File: src/rtl/mseq_pkg.sv
package mseq_pkg;

    typedef enum logic [2:0] {
        ST_RESET = 3'd0,
        ST_MULT  = 3'd1,
        ST_LOCK  = 3'd2,
        ST_CONT  = 3'd3,
        ST_RUN   = 3'd4,
        ST_FAULT = 3'd5
    } seq_state_e;

    localparam int ADDR_W = 8;
    localparam int DATA_W = 8;
    localparam int WORD_W = ADDR_W + DATA_W;
    localparam int MIN_RST_CYCLES = 8;

    localparam logic [ADDR_W-1:0] MULT_ADDR = 8'h01;
    localparam logic [ADDR_W-1:0] CONT_ADDR = 8'h00;

    // multiplier enable in bit 7, factor in bits 4:0, mode bit clear
    function automatic logic [WORD_W-1:0] mult_word(input int unsigned factor);
        logic [4:0] f;
        f = factor[4:0];
        return {MULT_ADDR, 1'b1, 2'b00, f};
    endfunction

    // continuous-mode enable in bit 0 of its own register
    function automatic logic [WORD_W-1:0] cont_word();
        return {CONT_ADDR, 8'h01};
    endfunction

    function automatic int unsigned max3(input int unsigned a, input int unsigned b,
                                         input int unsigned c);
        int unsigned m;
        m = (a > b) ? a : b;
        return (m > c) ? m : c;
    endfunction

endpackage

File: src/rtl/mseq_timer.sv
module mseq_timer #(
    parameter int CNT_W     = 8,
    parameter int RESET_VAL = 7
) (
    input  logic             clk,
    input  logic             rst,
    input  logic             load,
    input  logic [CNT_W-1:0] load_val,
    output logic             cnt_zero
);
    logic [CNT_W-1:0] cnt;

    always_ff @(posedge clk) begin
        if (rst)
            cnt <= CNT_W'(RESET_VAL);
        else if (load)
            cnt <= load_val;
        else if (cnt != '0)
            cnt <= cnt - 1'b1;
    end

    assign cnt_zero = (cnt == '0);
endmodule

File: src/rtl/mseq_flag.sv
module mseq_flag (
    input  logic clk,
    input  logic rst,
    input  logic set_evt,
    input  logic clr,
    output logic flag
);
    always_ff @(posedge clk) begin
        if (rst)
            flag <= 1'b0;
        else if (set_evt)
            flag <= 1'b1;
        else if (clr)
            flag <= 1'b0;
    end
endmodule

File: src/rtl/mseq_ctrl.sv
module mseq_ctrl
    import mseq_pkg::*;
#(
    parameter int CNT_W       = 8,
    parameter int RST_CYCLES  = 8,
    parameter int LOCK_CYCLES = 8,
    parameter int SPI_TIMEOUT = 8,
    parameter int MULT_FACTOR = 4
) (
    input  logic              clk,
    input  logic              rst,
    input  logic              spi_busy,
    input  logic              spi_done,
    input  logic              fault_in,
    input  logic              cnt_zero,
    output seq_state_e        state,
    output logic              spi_start,
    output logic [WORD_W-1:0] spi_word,
    output logic              load,
    output logic [CNT_W-1:0]  load_val,
    output logic              fault_enter
);
    localparam logic [CNT_W-1:0] RST_LOAD  = CNT_W'(RST_CYCLES - 1);
    localparam logic [CNT_W-1:0] LOCK_LOAD = CNT_W'(LOCK_CYCLES - 1);
    localparam logic [CNT_W-1:0] TO_LOAD   = CNT_W'(SPI_TIMEOUT - 1);

    seq_state_e nxt;
    logic       issued, issued_n;

    always_ff @(posedge clk) begin
        if (rst) begin
            state  <= ST_RESET;
            issued <= 1'b0;
        end else begin
            state  <= nxt;
            issued <= issued_n;
        end
    end

    always_comb begin
        nxt       = state;
        issued_n  = issued;
        load      = 1'b0;
        load_val  = '0;
        spi_start = 1'b0;
        spi_word  = (state == ST_CONT) ? cont_word() : mult_word(MULT_FACTOR);
        unique case (state)
            ST_RESET: begin
                if (cnt_zero) begin
                    nxt      = ST_MULT;
                    issued_n = 1'b0;
                    load     = 1'b1;
                    load_val = TO_LOAD;
                end
            end
            ST_MULT, ST_CONT: begin
                if (fault_in) begin
                    nxt = ST_FAULT;
                end else if (!issued) begin
                    if (!spi_busy) begin
                        spi_start = 1'b1;
                        issued_n  = 1'b1;
                        load      = 1'b1;
                        load_val  = TO_LOAD;
                    end else if (cnt_zero) begin
                        nxt = ST_FAULT;
                    end
                end else if (spi_done) begin
                    issued_n = 1'b0;
                    if (state == ST_MULT) begin
                        nxt      = ST_LOCK;
                        load     = 1'b1;
                        load_val = LOCK_LOAD;
                    end else begin
                        nxt = ST_RUN;
                    end
                end else if (cnt_zero) begin
                    nxt = ST_FAULT;
                end
            end
            ST_LOCK: begin
                if (fault_in) begin
                    nxt = ST_FAULT;
                end else if (cnt_zero) begin
                    nxt      = ST_CONT;
                    issued_n = 1'b0;
                    load     = 1'b1;
                    load_val = TO_LOAD;
                end
            end
            ST_RUN: begin
                if (fault_in) nxt = ST_FAULT;
            end
            ST_FAULT: begin
                nxt      = ST_RESET;
                load     = 1'b1;
                load_val = RST_LOAD;
            end
            default: nxt = ST_RESET;
        endcase
    end

    assign fault_enter = (nxt == ST_FAULT) && (state != ST_FAULT);
endmodule

File: src/rtl/mod_startup_seq.sv
module mod_startup_seq
    import mseq_pkg::*;
#(
    parameter int CLK_FREQ_HZ = 125_000_000,
    parameter int RST_CYCLES  = 8,
    parameter int SPI_TIMEOUT = 4096,
    parameter int MULT_FACTOR = 4
) (
    input  logic              clk,
    input  logic              rst,
    input  logic              spi_busy,
    input  logic              spi_done,
    output logic              spi_start,
    output logic [WORD_W-1:0] spi_word,
    output logic              dev_reset,
    output logic              data_en,
    input  logic              fault_in,
    input  logic              sticky_clr,
    output logic [2:0]        state_out,
    output logic              fault_seen
);
    localparam int RST_EFF     = (RST_CYCLES < MIN_RST_CYCLES) ? MIN_RST_CYCLES : RST_CYCLES;
    localparam int LOCK_CYCLES = CLK_FREQ_HZ / 1000 + CLK_FREQ_HZ / 10000;
    localparam int CNT_MAX     = int'(max3(RST_EFF, LOCK_CYCLES, SPI_TIMEOUT));
    localparam int CNT_W       = $clog2(CNT_MAX + 1);

    seq_state_e       state;
    logic             load, cnt_zero, fault_enter;
    logic [CNT_W-1:0] load_val;

    mseq_timer #(
        .CNT_W     (CNT_W),
        .RESET_VAL (RST_EFF - 1)
    ) u_timer (
        .clk      (clk),
        .rst      (rst),
        .load     (load),
        .load_val (load_val),
        .cnt_zero (cnt_zero)
    );

    mseq_ctrl #(
        .CNT_W       (CNT_W),
        .RST_CYCLES  (RST_EFF),
        .LOCK_CYCLES (LOCK_CYCLES),
        .SPI_TIMEOUT (SPI_TIMEOUT),
        .MULT_FACTOR (MULT_FACTOR)
    ) u_ctrl (
        .clk         (clk),
        .rst         (rst),
        .spi_busy    (spi_busy),
        .spi_done    (spi_done),
        .fault_in    (fault_in),
        .cnt_zero    (cnt_zero),
        .state       (state),
        .spi_start   (spi_start),
        .spi_word    (spi_word),
        .load        (load),
        .load_val    (load_val),
        .fault_enter (fault_enter)
    );

    mseq_flag u_flag (
        .clk     (clk),
        .rst     (rst),
        .set_evt (fault_enter),
        .clr     (sticky_clr),
        .flag    (fault_seen)
    );

    assign dev_reset = (state == ST_RESET);
    assign data_en   = (state == ST_RUN);
    assign state_out = state;
endmodule

File: config.mk
export PLATFORM = sky130hd
export DESIGN_NAME = mod_startup_seq
export DESIGN_NICKNAME = d
export VERILOG_FILES = /design/src/rtl/mseq_pkg.sv /design/src/rtl/mseq_timer.sv /design/src/rtl/mseq_flag.sv /design/src/rtl/mseq_ctrl.sv /design/src/rtl/mod_startup_seq.sv
export SDC_FILE = /design/constraint.sdc
export NUM_CORES = 1
export LEC_CHECK = 0
export BUFFER_PORTS_ARGS = -buffer_cell sky130_fd_sc_hd__buf_2
export CAP_MARGIN = 10
export CORE_ASPECT_RATIO = 1.5
export CORE_UTILIZATION = 31
export CTS_CLUSTER_SIZE = 25
export DETAILED_ROUTE_END_ITERATION = 16
export PLACE_DENSITY = 0.56
export SLEW_MARGIN = 40
export SYNTH_ARGS = -nofsm -noshare
export SYNTH_HDL_FRONTEND = slang
export SYNTH_SLANG_ARGS = --single-unit
File: constraint.sdc
create_clock -name clk -period 6.22 [get_ports clk]
set_input_delay 0.311 -clock clk [delete_from_list [all_inputs] [get_ports clk]]
set_output_delay 0.311 -clock clk [all_outputs]
set_load 0.02 [all_outputs]
==> impl_metrics.yaml, run 1 <==
timing:
  finalCritPeriodShare_pct: 42.7
  fin_tns_setup_ps: 0
  tightest_slew_ps: 688
  finalSetupViolations: 0
  max_freq_mhz: 376
  clock_skew_ps: 6.91
  slew_violations: 0
  slew_headroom_pct: 53.7
  period_minus_slack_ps: 2660
  finalHoldViolCount: 0
  rsz0062_at_grt: "no"
clock_network:
  cts_sinks: 23
  clk_latency_ps: 270
  clkTransAtPathRegs_ps: 90
  tritoncts: "built"
  ctsHtreeMaxLevel: 1
  post_cts_buffers: 0
  cts-hold-fix-buffers: 0
  ctsResizeCount: 0
  cts_buffers: 3
  ctsLongestPathBuffers: 2
  clockRootBuffer: "clkbuf_8"
route:
  num_vias: 1224
  vias_per_cell: 5.21
  first_pass_iters: 14
  drt_iter0_markers: 27
  drc: 1
  wirelength_um: 3160
  ant_nets: 0
  routedWlPerCell_um: 13.5
critical_path:
  crit_path_top_delay_cell: "or3_1"
  cp.arrival_ps: 2870
  worst-r2r-setup-slack_ps: 3560
  worst-setup-path-type: "reg -> reg"
  path_max_fanout: 11
  rr_worst_depth: 7
  crit_chain: "inv_1 > ha_1 > or4b_4 > or3_1 > or2_1 > o31a_1 > o21ai_1"
  required_ps: 6430
  reg2reg_from: "u_timer.cnt[0]$_SDFFE_PP1P_"
  start_kind: "flip-flop"
  critPathCaptureType: "flip-flop"
  worst_path_largest_cell_delay_ps: 600
  r2r-end: "u_flag.flag$_SDFFE_PP0P_"
logic_synthesis:
  syn_area_per_cell_um2: 8.03
  synthTopCellsByCount: "dfxtp_1 (23), nor2_1 (20), buf_4 (14)"
  ys_async_sr_fraction_pct: 0
  ys_ff_latch: 23
  synth-edff-count: 0
  ys_seq_area_share_pct: 31.7
  syn_inst: 181
  yosysMostFrequentCell: "dfxtp_1"
  synth_cell_types: 50
  syn-cell-area_mm2: 0.00145
  synth_area_leaders: "dfxtp_1 (32%), buf_4 (7.2%), xnor2_1 (6.0%)"
  netlist.area_leader.share_pct: 31.7
  yosysTopAreaCell: "dfxtp_1"
  synth_flop_cell: "dfxtp_1"
  ys_warn_count: 0
worst_hold_path:
  min_to: "u_flag.flag$_SDFFE_PP0P_"
  hp-start: "sticky_clr"
  whs_path_depth: 4
  hold_class: "in -> reg"
grt:
  antenna_found_initial: 0
  grt_usage_pct: 13.6
  grt_max_degree: 15
  grt_pass1_vias: 1142
  overflow: 0
  grt_pass1_wl_um: 5390
pwr:
  power.total_w: 0.000286
  leakagePower_nw: 0.643
  powerDensity_mw_per_mm2: 186
  max-vdd-ir-drop_uv: 76.9
layout:
  design_area_mm2: 0.00154
  drive_gt1_share_pct: 15.0
  fin_util_pct: 34.1
  synthToLayoutAreaGrowth_pct: 5.77
  final_nets: 195
  n_antenna_cell: 0
  fin_cells: 235
  n_fill_cell: 498
floorplanning:
  die_y_um: 85.9
  start_util_pct: 32.3
  die_x_um: 57.9
  io_pins: 29
  core_area_mm2: 0.00450
  rows: 30
  dieArea_mm2: 0.00497
placed_design:
  place_area_mm2: 0.00149
  place_hpwl_um: 2330
  dp.cells: 231
  io_buffers: 16
  gp_congestion: 0.754
run:
  max_cap_viol_count: 0
run_status:
  outcome: "complete, but fails checks"
  violations: "DRC"
-- stage by stage --
step | worst slack [ps] | hold slack [ps]
6_report | 3560 | 286
3_5_place_dp | 3580 | 450
5_1_grt | 3420 | 310
4_1_cts | 3560 | 285
2_1_floorplan | 3880 | 459
3_3_place_gp | 3640 | 441
-- cells in the final DEF (no fill, tap or decap), types with 2 or more instances in the layout --
cell,n
a211oi_1,2
a21o_1,4
a21oi_1,10
a31oi_1,2
buf_2,16
clkbuf_8,3
conb_1,12
dfxtp_1,23
inv_1,7
nand2_1,8
nand2b_1,2
nand3_1,3
nor2_1,20
nor3_1,4
nor4_1,6
o21a_1,6
o21ai_0,5
o21ai_1,2
o21bai_1,2
or2_2,2
or3_1,4
or4_1,4
xnor2_1,10
xor2_1,3
-- worst max-delay path by stage --
stage	endpoint	depth (start not counted)	slack (ps)	start
after floorplan	u_timer.cnt[11]$_SDFFE_PP0P_	8	3880	u_timer.cnt[0]$_SDFFE_PP1P_
after global placement	u_flag.flag$_SDFFE_PP0P_	7	3640	u_timer.cnt[0]$_SDFFE_PP1P_
after detailed placement	u_flag.flag$_SDFFE_PP0P_	7	3580	u_timer.cnt[0]$_SDFFE_PP1P_
after CTS	u_flag.flag$_SDFFE_PP0P_	7	3560	u_timer.cnt[0]$_SDFFE_PP1P_
after global routing	u_flag.flag$_SDFFE_PP0P_	7	3420	u_timer.cnt[0]$_SDFFE_PP1P_
final	u_flag.flag$_SDFFE_PP0P_	7	3560	u_timer.cnt[0]$_SDFFE_PP1P_
-- logic make-up (layout without fill, tap and decap cells) --
| family | count (synthesis) | count (layout) | share of synthesized area, % |
|---|---|---|---|
| and+or+nand+nor | 64 | 64 | 23.3 |
| xor gates and xnor gates | 13 | 13 | 7.83 |
| DFF | 23 | 23 | 31.7 |
| other | 1 | 12 | 0.258 |
| AOI/OAI and AO/OA | 46 | 46 | 23.2 |
| adders and majority gates | 1 | 1 | 0.860 |
| buffers and inverters | 32 | 27 | 12.1 |
| muxes | 1 | 1 | 0.688 |
-- worst max-delay path: cells and delay by family (launching register included) --
family	cells	cell delay [ps]
adders and majority gates	1	200
buffers and inverters	1	90
and+or+nand+nor	3	1530
AOI/OAI and AO/OA	2	460
DFF	1	330
-- flip-flops by register name, summed over array words and instances (netlist names) --
signal / count
u_ctrl.issued: 1
u_ctrl.state: 3
u_flag.flag: 1
u_timer.cnt: 18
-- power breakdown --
part	switching, W	internal [W]
combinational	0.0000230	0.0000121
sequential	0.00000493	0.000152
clock	0.0000498	0.0000447
total	0.0000777	0.000208
-- layout make-up --
cell class              instances  area (um2)  share of cell area, %
multi-input cells             137         865                   56.2
clock buffers                   3        41.3                   2.69
well taps                      48        60.1                   3.91
clock inverters                 1        5.00                  0.325
inverters                       7        26.3                   1.71
flip-flops and latches         23         460                   29.9
repair buffers                 16        80.1                   5.21
-- layer usage --
| layer | share of wire, % | up-vias | wire [um] | global-route usage (%) |
|---|---|---|---|---|
| met2 | 52 | 27 | 1640 | 22.8 |
| met1 | 43 | 559 | 1360 | 17.2 |
| met4 | 2.5 | 0 | 80 | 6.49 |
| met3 | 2.4 | 8 | 75 | 1.51 |
| li1 | - | 630 | - | - |
| met5 | 0 | - | 0 | 0 |
(Power assumes the default switching activity.)
==> inputs of run 2 (changes only) <==
Settings changed: ABC_AREA set to 1, PLACE_DENSITY 0.56 to 0.55.
Clock period 6.22 ns to 2.5 ns, I/O delays scaled along.
==> impl_metrics.yaml, run 2 <==
clock_network:
  post_cts_buffers: 0
  cts_buffers: 3
  clockRootBuffer: "clkbuf_8"
  clkTransAtPathRegs_ps: 80
  tritoncts: "built"
  ctsResizeCount: 0
  cts-hold-fix-buffers: 0
  clk_latency_ps: 260
  ctsHtreeMaxLevel: 1
  cts_sinks: 23
  ctsLongestPathBuffers: 2
timing:
  rsz0062_at_grt: "no"
  finalHoldViolCount: 0
  slew_violations: 0
  setup_ws_ps: 550
  slew_headroom_pct: 61.1
  finalCritPeriodShare_pct: 78.0
  finalSetupViolations: 0
  fin_tns_setup_ps: 0
  clock_skew_ps: 1.53
  period_minus_slack_ps: 1950
  max_freq_mhz: 513
  tightest_slew_ps: 581
grt:
  overflow: 0
  antenna_found_initial: 0
  grt_usage_pct: 14.9
  grt_pass1_vias: 1406
  grt_max_degree: 13
  grt_pass1_wl_um: 6160
layout:
  largest_register: "u_timer.cnt"
  drive_gt1_share_pct: 22.0
  largest_reg_flops: 18
  reg.largest.list: "u_timer.cnt x18, u_ctrl.state x3"
  synthToLayoutAreaGrowth_pct: 8.52
  n_antenna_cell: 0
  mostFrequentLayoutCells: "nor2_1 (37), nand2_1 (37), dfxtp_1 (23), inv_1 (20), buf_2 (16)"
  final_nets: 253
logic_synthesis:
  synth_cell_types: 38
  syn_area_per_cell_um2: 7.12
  ys_seq_area_share_pct: 28.2
  synth-edff-count: 0
  ys_ff_latch: 23
  ys_warn_count: 0
  syn-cell-area_mm2: 0.00163
  synth_flop_cell: "dfxtp_1"
  ys_async_sr_fraction_pct: 0
  synthTopCellsByCount: "nand2_1 (37), nor2_1 (37), dfxtp_1 (23)"
  synth_area_leaders: "dfxtp_1 (28%), nand2_1 (8.5%), nor2_1 (8.5%)"
  netlist.area_leader.share_pct: 28.2
  syn_inst: 229
  yosysTopAreaCell: "dfxtp_1"
route:
  ant_nets: 0
  routedWlPerCell_um: 11.8
  wirelength_um: 3700
  drt_iter0_markers: 34
  first_pass_iters: 4
  drc: 0
  vias_per_cell: 4.60
  num_vias: 1440
run_status:
  outcome: "complete, no violations"
floorplanning:
  start_util_pct: 32.1
  die_y_um: 90.8
  io_pins: 29
  core_area_mm2: 0.00508
  die_x_um: 61.2
  dieArea_mm2: 0.00556
  rows: 32
critical_path:
  crit_chain: "inv_1 > ha_1 > nand2_2 > nor2_4 > nand3_4 > nor2_4 > nand2_1 > nand2_4 > inv_2 > o211ai_1 > nand2_1 > nor2_1"
  worst-setup-path-type: "reg -> reg"
  required_ps: 2700
  start_kind: "flip-flop"
  path_max_fanout: 12
  worst_path_largest_cell_delay_ps: 330
  critPathCaptureType: "flip-flop"
  crit_path_top_delay_cell: "dfxtp_1"
  cp.arrival_ps: 2150
pwr:
  powerDensity_mw_per_mm2: 401
  max-vdd-ir-drop_uv: 208
  power.total_w: 0.000710
  leakagePower_nw: 0.806
placed_design:
  io_buffers: 16
  place_hpwl_um: 3080
  pre_cts_ws_ps: 569
  gp_congestion: 0.822
worst_hold_path:
  hold_class: "in -> reg"
run:
  max_cap_viol_count: 0
==> run 2: critical path: cells and delay by family (launching register included) <==
kind | cells | cell delay (ps)
buffers and inverters | 2 | 190
DFF | 1 | 330
adders and majority gates | 1 | 240
AOI/OAI and AO/OA | 1 | 80
and+or+nand+nor | 8 | 1040
==> run 2: path summary, 6_finish.rpt <==
path                               start  slack, ps  cells past startpoint                      endpoint
min reg2reg     u_flag.flag$_SDFFE_PP0P_        470                      2      u_flag.flag$_SDFFE_PP0P_
max          u_timer.cnt[0]$_SDFFE_PP1P_        550                     12  u_timer.cnt[11]$_SDFFE_PP0P_
max reg2reg  u_timer.cnt[0]$_SDFFE_PP1P_        550                     12  u_timer.cnt[11]$_SDFFE_PP0P_
min                           sticky_clr        110                      3      u_flag.flag$_SDFFE_PP0P_
==> run 2: kinds of logic (layout without fill, tap and decap cells) <==
| family | count (synthesis) | count (layout) | synth area share, % |
|---|---|---|---|
| and+or+nand+nor | 120 | 120 | 39.0 |
| buffers and inverters | 44 | 49 | 13.8 |
| adders and majority gates | 1 | 1 | 0.767 |
| DFF | 23 | 23 | 28.2 |
| xor gates and xnor gates | 15 | 15 | 8.06 |
| AOI/OAI and AO/OA | 25 | 25 | 9.90 |
| other | 1 | 12 | 0.230 |
==> run 2: area by class of cell <==
type | count | area (um2)
Sequential cell | 23 | 460
Timing Repair Buffer | 17 | 87.6
Fill cell | 583 | 3320
Clock buffer | 4 | 45.0
Tap cell | 68 | 85.1
Multi-Input combinational cell | 173 | 986
Inverter | 28 | 105
==> run 2: where the power goes <==
group | leakage, nW | switching (W) | internal [W]
logic | 0.597 | 0.0000653 | 0.0000308
clock network | 0.0228 | 0.000116 | 0.000114
registers | 0.186 | 0.00000901 | 0.000376
total | 0.806 | 0.000190 | 0.000520
==> run 2: metrics by stage <==
stage / area, um2 / hold slack (ps) / utilization (%) / std cells
2_1_floorplan: 1670 / 297 / - / 240
3_3_place_gp: 1720 / 389 / 33.9 / 309
3_5_place_dp: 1720 / 389 / 33.9 / 309
4_1_cts: 1770 / 108 / 34.8 / 313
5_1_grt: 1770 / 135 / 34.8 / 313
6_report: 1770 / 110 / 34.8 / 313
==> run 2: metal layers <==
metal | up-vias | track usage, % | routed length, um
met5 | - | 0 | 0
met4 | 0 | 6.44 | 118
met3 | 11 | 1.58 | 137
met2 | 42 | 27.4 | 2040
met1 | 648 | 16.0 | 1410
li1 | 739 | - | -
==> inputs of run 3 (changes only) <==
Clock period 2.5 ns to 1.9 ns, I/O delays scaled along.
==> impl_metrics.yaml, run 3 (synthesis results as in run 2) <==
run_status:
  outcome: "complete, no violations"
placed_design:
  place_hpwl_um: 3130
  place_area_mm2: 0.00175
  pre_cts_ws_ps: 6.78
  dp.cells: 313
  gp_congestion: 0.800
  io_buffers: 16
route:
  first_pass_iters: 4
  ant_nets: 0
  vias_per_cell: 4.68
  num_vias: 1513
  drc: 0
  wirelength_um: 3990
  routedWlPerCell_um: 12.4
  drt_iter0_markers: 55
pwr:
  powerDensity_mw_per_mm2: 518
  leakagePower_nw: 0.854
  max-vdd-ir-drop_uv: 319
layout:
  design_area_mm2: 0.00187
  largest_register: "u_timer.cnt"
  synthToLayoutAreaGrowth_pct: 14.5
  fin_cells: 323
  mostFrequentLayoutCells: "nor2_1 (37), nand2_1 (37), dfxtp_1 (23), inv_1 (20), buf_2 (16)"
  final_nets: 263
  drive_gt1_share_pct: 25.5
  n_antenna_cell: 0
  largest_reg_flops: 18
  reg.largest.list: "u_timer.cnt x18, u_ctrl.state x3"
  n_fill_cell: 561
critical_path:
  worst_path_largest_cell_delay_ps: 340
  critPathCaptureType: "flip-flop"
  crit_path_top_delay_cell: "dfxtp_1"
  crit_cells: 12
  rr_worst_depth: 12
  path_max_fanout: 6
  required_ps: 2110
  worst-r2r-setup-slack_ps: 130
  cp-startpoint: "u_timer.cnt[0]$_SDFFE_PP1P_"
  critPathCapture: "u_timer.cnt[4]$_SDFFE_PP0P_"
  reg2reg_from: "u_timer.cnt[0]$_SDFFE_PP1P_"
  cp.arrival_ps: 1980
  worst-setup-path-type: "reg -> reg"
  crit_buf_inv: 3
  start_kind: "flip-flop"
  path_delay_family: "simple AND/OR/NAND/NOR gates"
  r2r-end: "u_timer.cnt[4]$_SDFFE_PP0P_"
  crit_chain: "inv_1 > ha_2 > nand2_2 > nor2_4 > nand3_4 > nor2_4 > nand2_1 > nand2_4 > inv_2 > o211ai_1 > inv_1 > nor2_1"
floorplanning:
  io_pins: 29
  rows: 32
  dieArea_mm2: 0.00556
  die_x_um: 61.2
  start_util_pct: 32.1
  core_area_mm2: 0.00508
  die_y_um: 90.8
grt:
  grt_usage_pct: 15.6
  grt_pass1_vias: 1443
  grt_max_degree: 13
  antenna_found_initial: 0
  overflow: 0
  grt_pass1_wl_um: 6620
clock_network:
  cts_sinks: 23
  tritoncts: "built"
  clkTransAtPathRegs_ps: 90
  ctsHtreeMaxLevel: 1
  cts_buffers: 3
  clockRootBuffer: "clkbuf_8"
  cts-hold-fix-buffers: 0
  clk_latency_ps: 270
  ctsLongestPathBuffers: 2
run:
  max_cap_viol_count: 0
timing:
  finalSetupViolations: 0
  clock_skew_ps: 7.24
  setup_ws_ps: 131
  slew_violations: 0
  finalCritPeriodShare_pct: 93.1
  finalHoldViolCount: 0
  max_freq_mhz: 565
  period_minus_slack_ps: 1770
worst_hold_path:
  hold_class: "in -> reg"
  hp-start: "sticky_clr"
[run 3: how the worst min path moves through the flow]
stage	to	slack, ps	cells past startpoint
finish	u_flag.flag$_SDFFE_PP0P_	60	3
CTS	u_flag.flag$_SDFFE_PP0P_	70	3
detailed placement	u_flag.flag$_SDFFE_PP0P_	360	3
global route	u_flag.flag$_SDFFE_PP0P_	110	3
global placement	u_flag.flag$_SDFFE_PP0P_	350	3
floorplan	u_flag.flag$_SDFFE_PP0P_	270	2
[run 3: power breakdown]
group | total [W] | internal, W | switching, W
Combinational | 0.000138 | 0.0000457 | 0.0000926
Clock | 0.000323 | 0.000150 | 0.000173
Sequential | 0.000506 | 0.000494 | 0.0000117
Total | 0.000967 | 0.000690 | 0.000277
[run 3: layout make-up]
class | instances | area [um2] | share of cell area, %
Multi-Input combinational cell | 174 | 1020 | 54.4
Sequential cell | 23 | 460 | 24.7
Timing Repair Buffer | 26 | 155 | 8.31
Inverter | 28 | 105 | 5.63
Tap cell | 68 | 85.1 | 4.56
Clock buffer | 4 | 45.0 | 2.41
[run 3: worst min-delay path, cell delays in order]
cell and delay, ps:
buf_2 70, nand3b_1 90, nand2_1 50
[run 3: per-layer routing]
metal | track usage, % | part of all wire [%] | vias up
met3 | 2.01 | 3.3 | 18
met5 | 0 | 0 | -
met1 | 17.9 | 41 | 687
li1 | - | - | 763
met2 | 26.9 | 51 | 45
met4 | 7.77 | 4.5 | 0
[run 3: per-stage QoR]
step                utilization (%)  hold slack [ps]  setup TNS, ps  total power (W)
floorplan                         -              267              0         0.000635
global placement               34.5              354              0         0.000651
detailed placement             34.5              358              0         0.000649
CTS                            35.5             71.8              0         0.000961
global route                   36.7              114          -64.9          0.00100
finish                         36.7             64.9              0         0.000967
[run 3: what timing repair did]
action,in CTS,in global routing
endpoints found under the setup margin,3,17
pin swaps,0,2
gates resized for setup,1,3
setup buffers,0,5
gates cloned,0,1
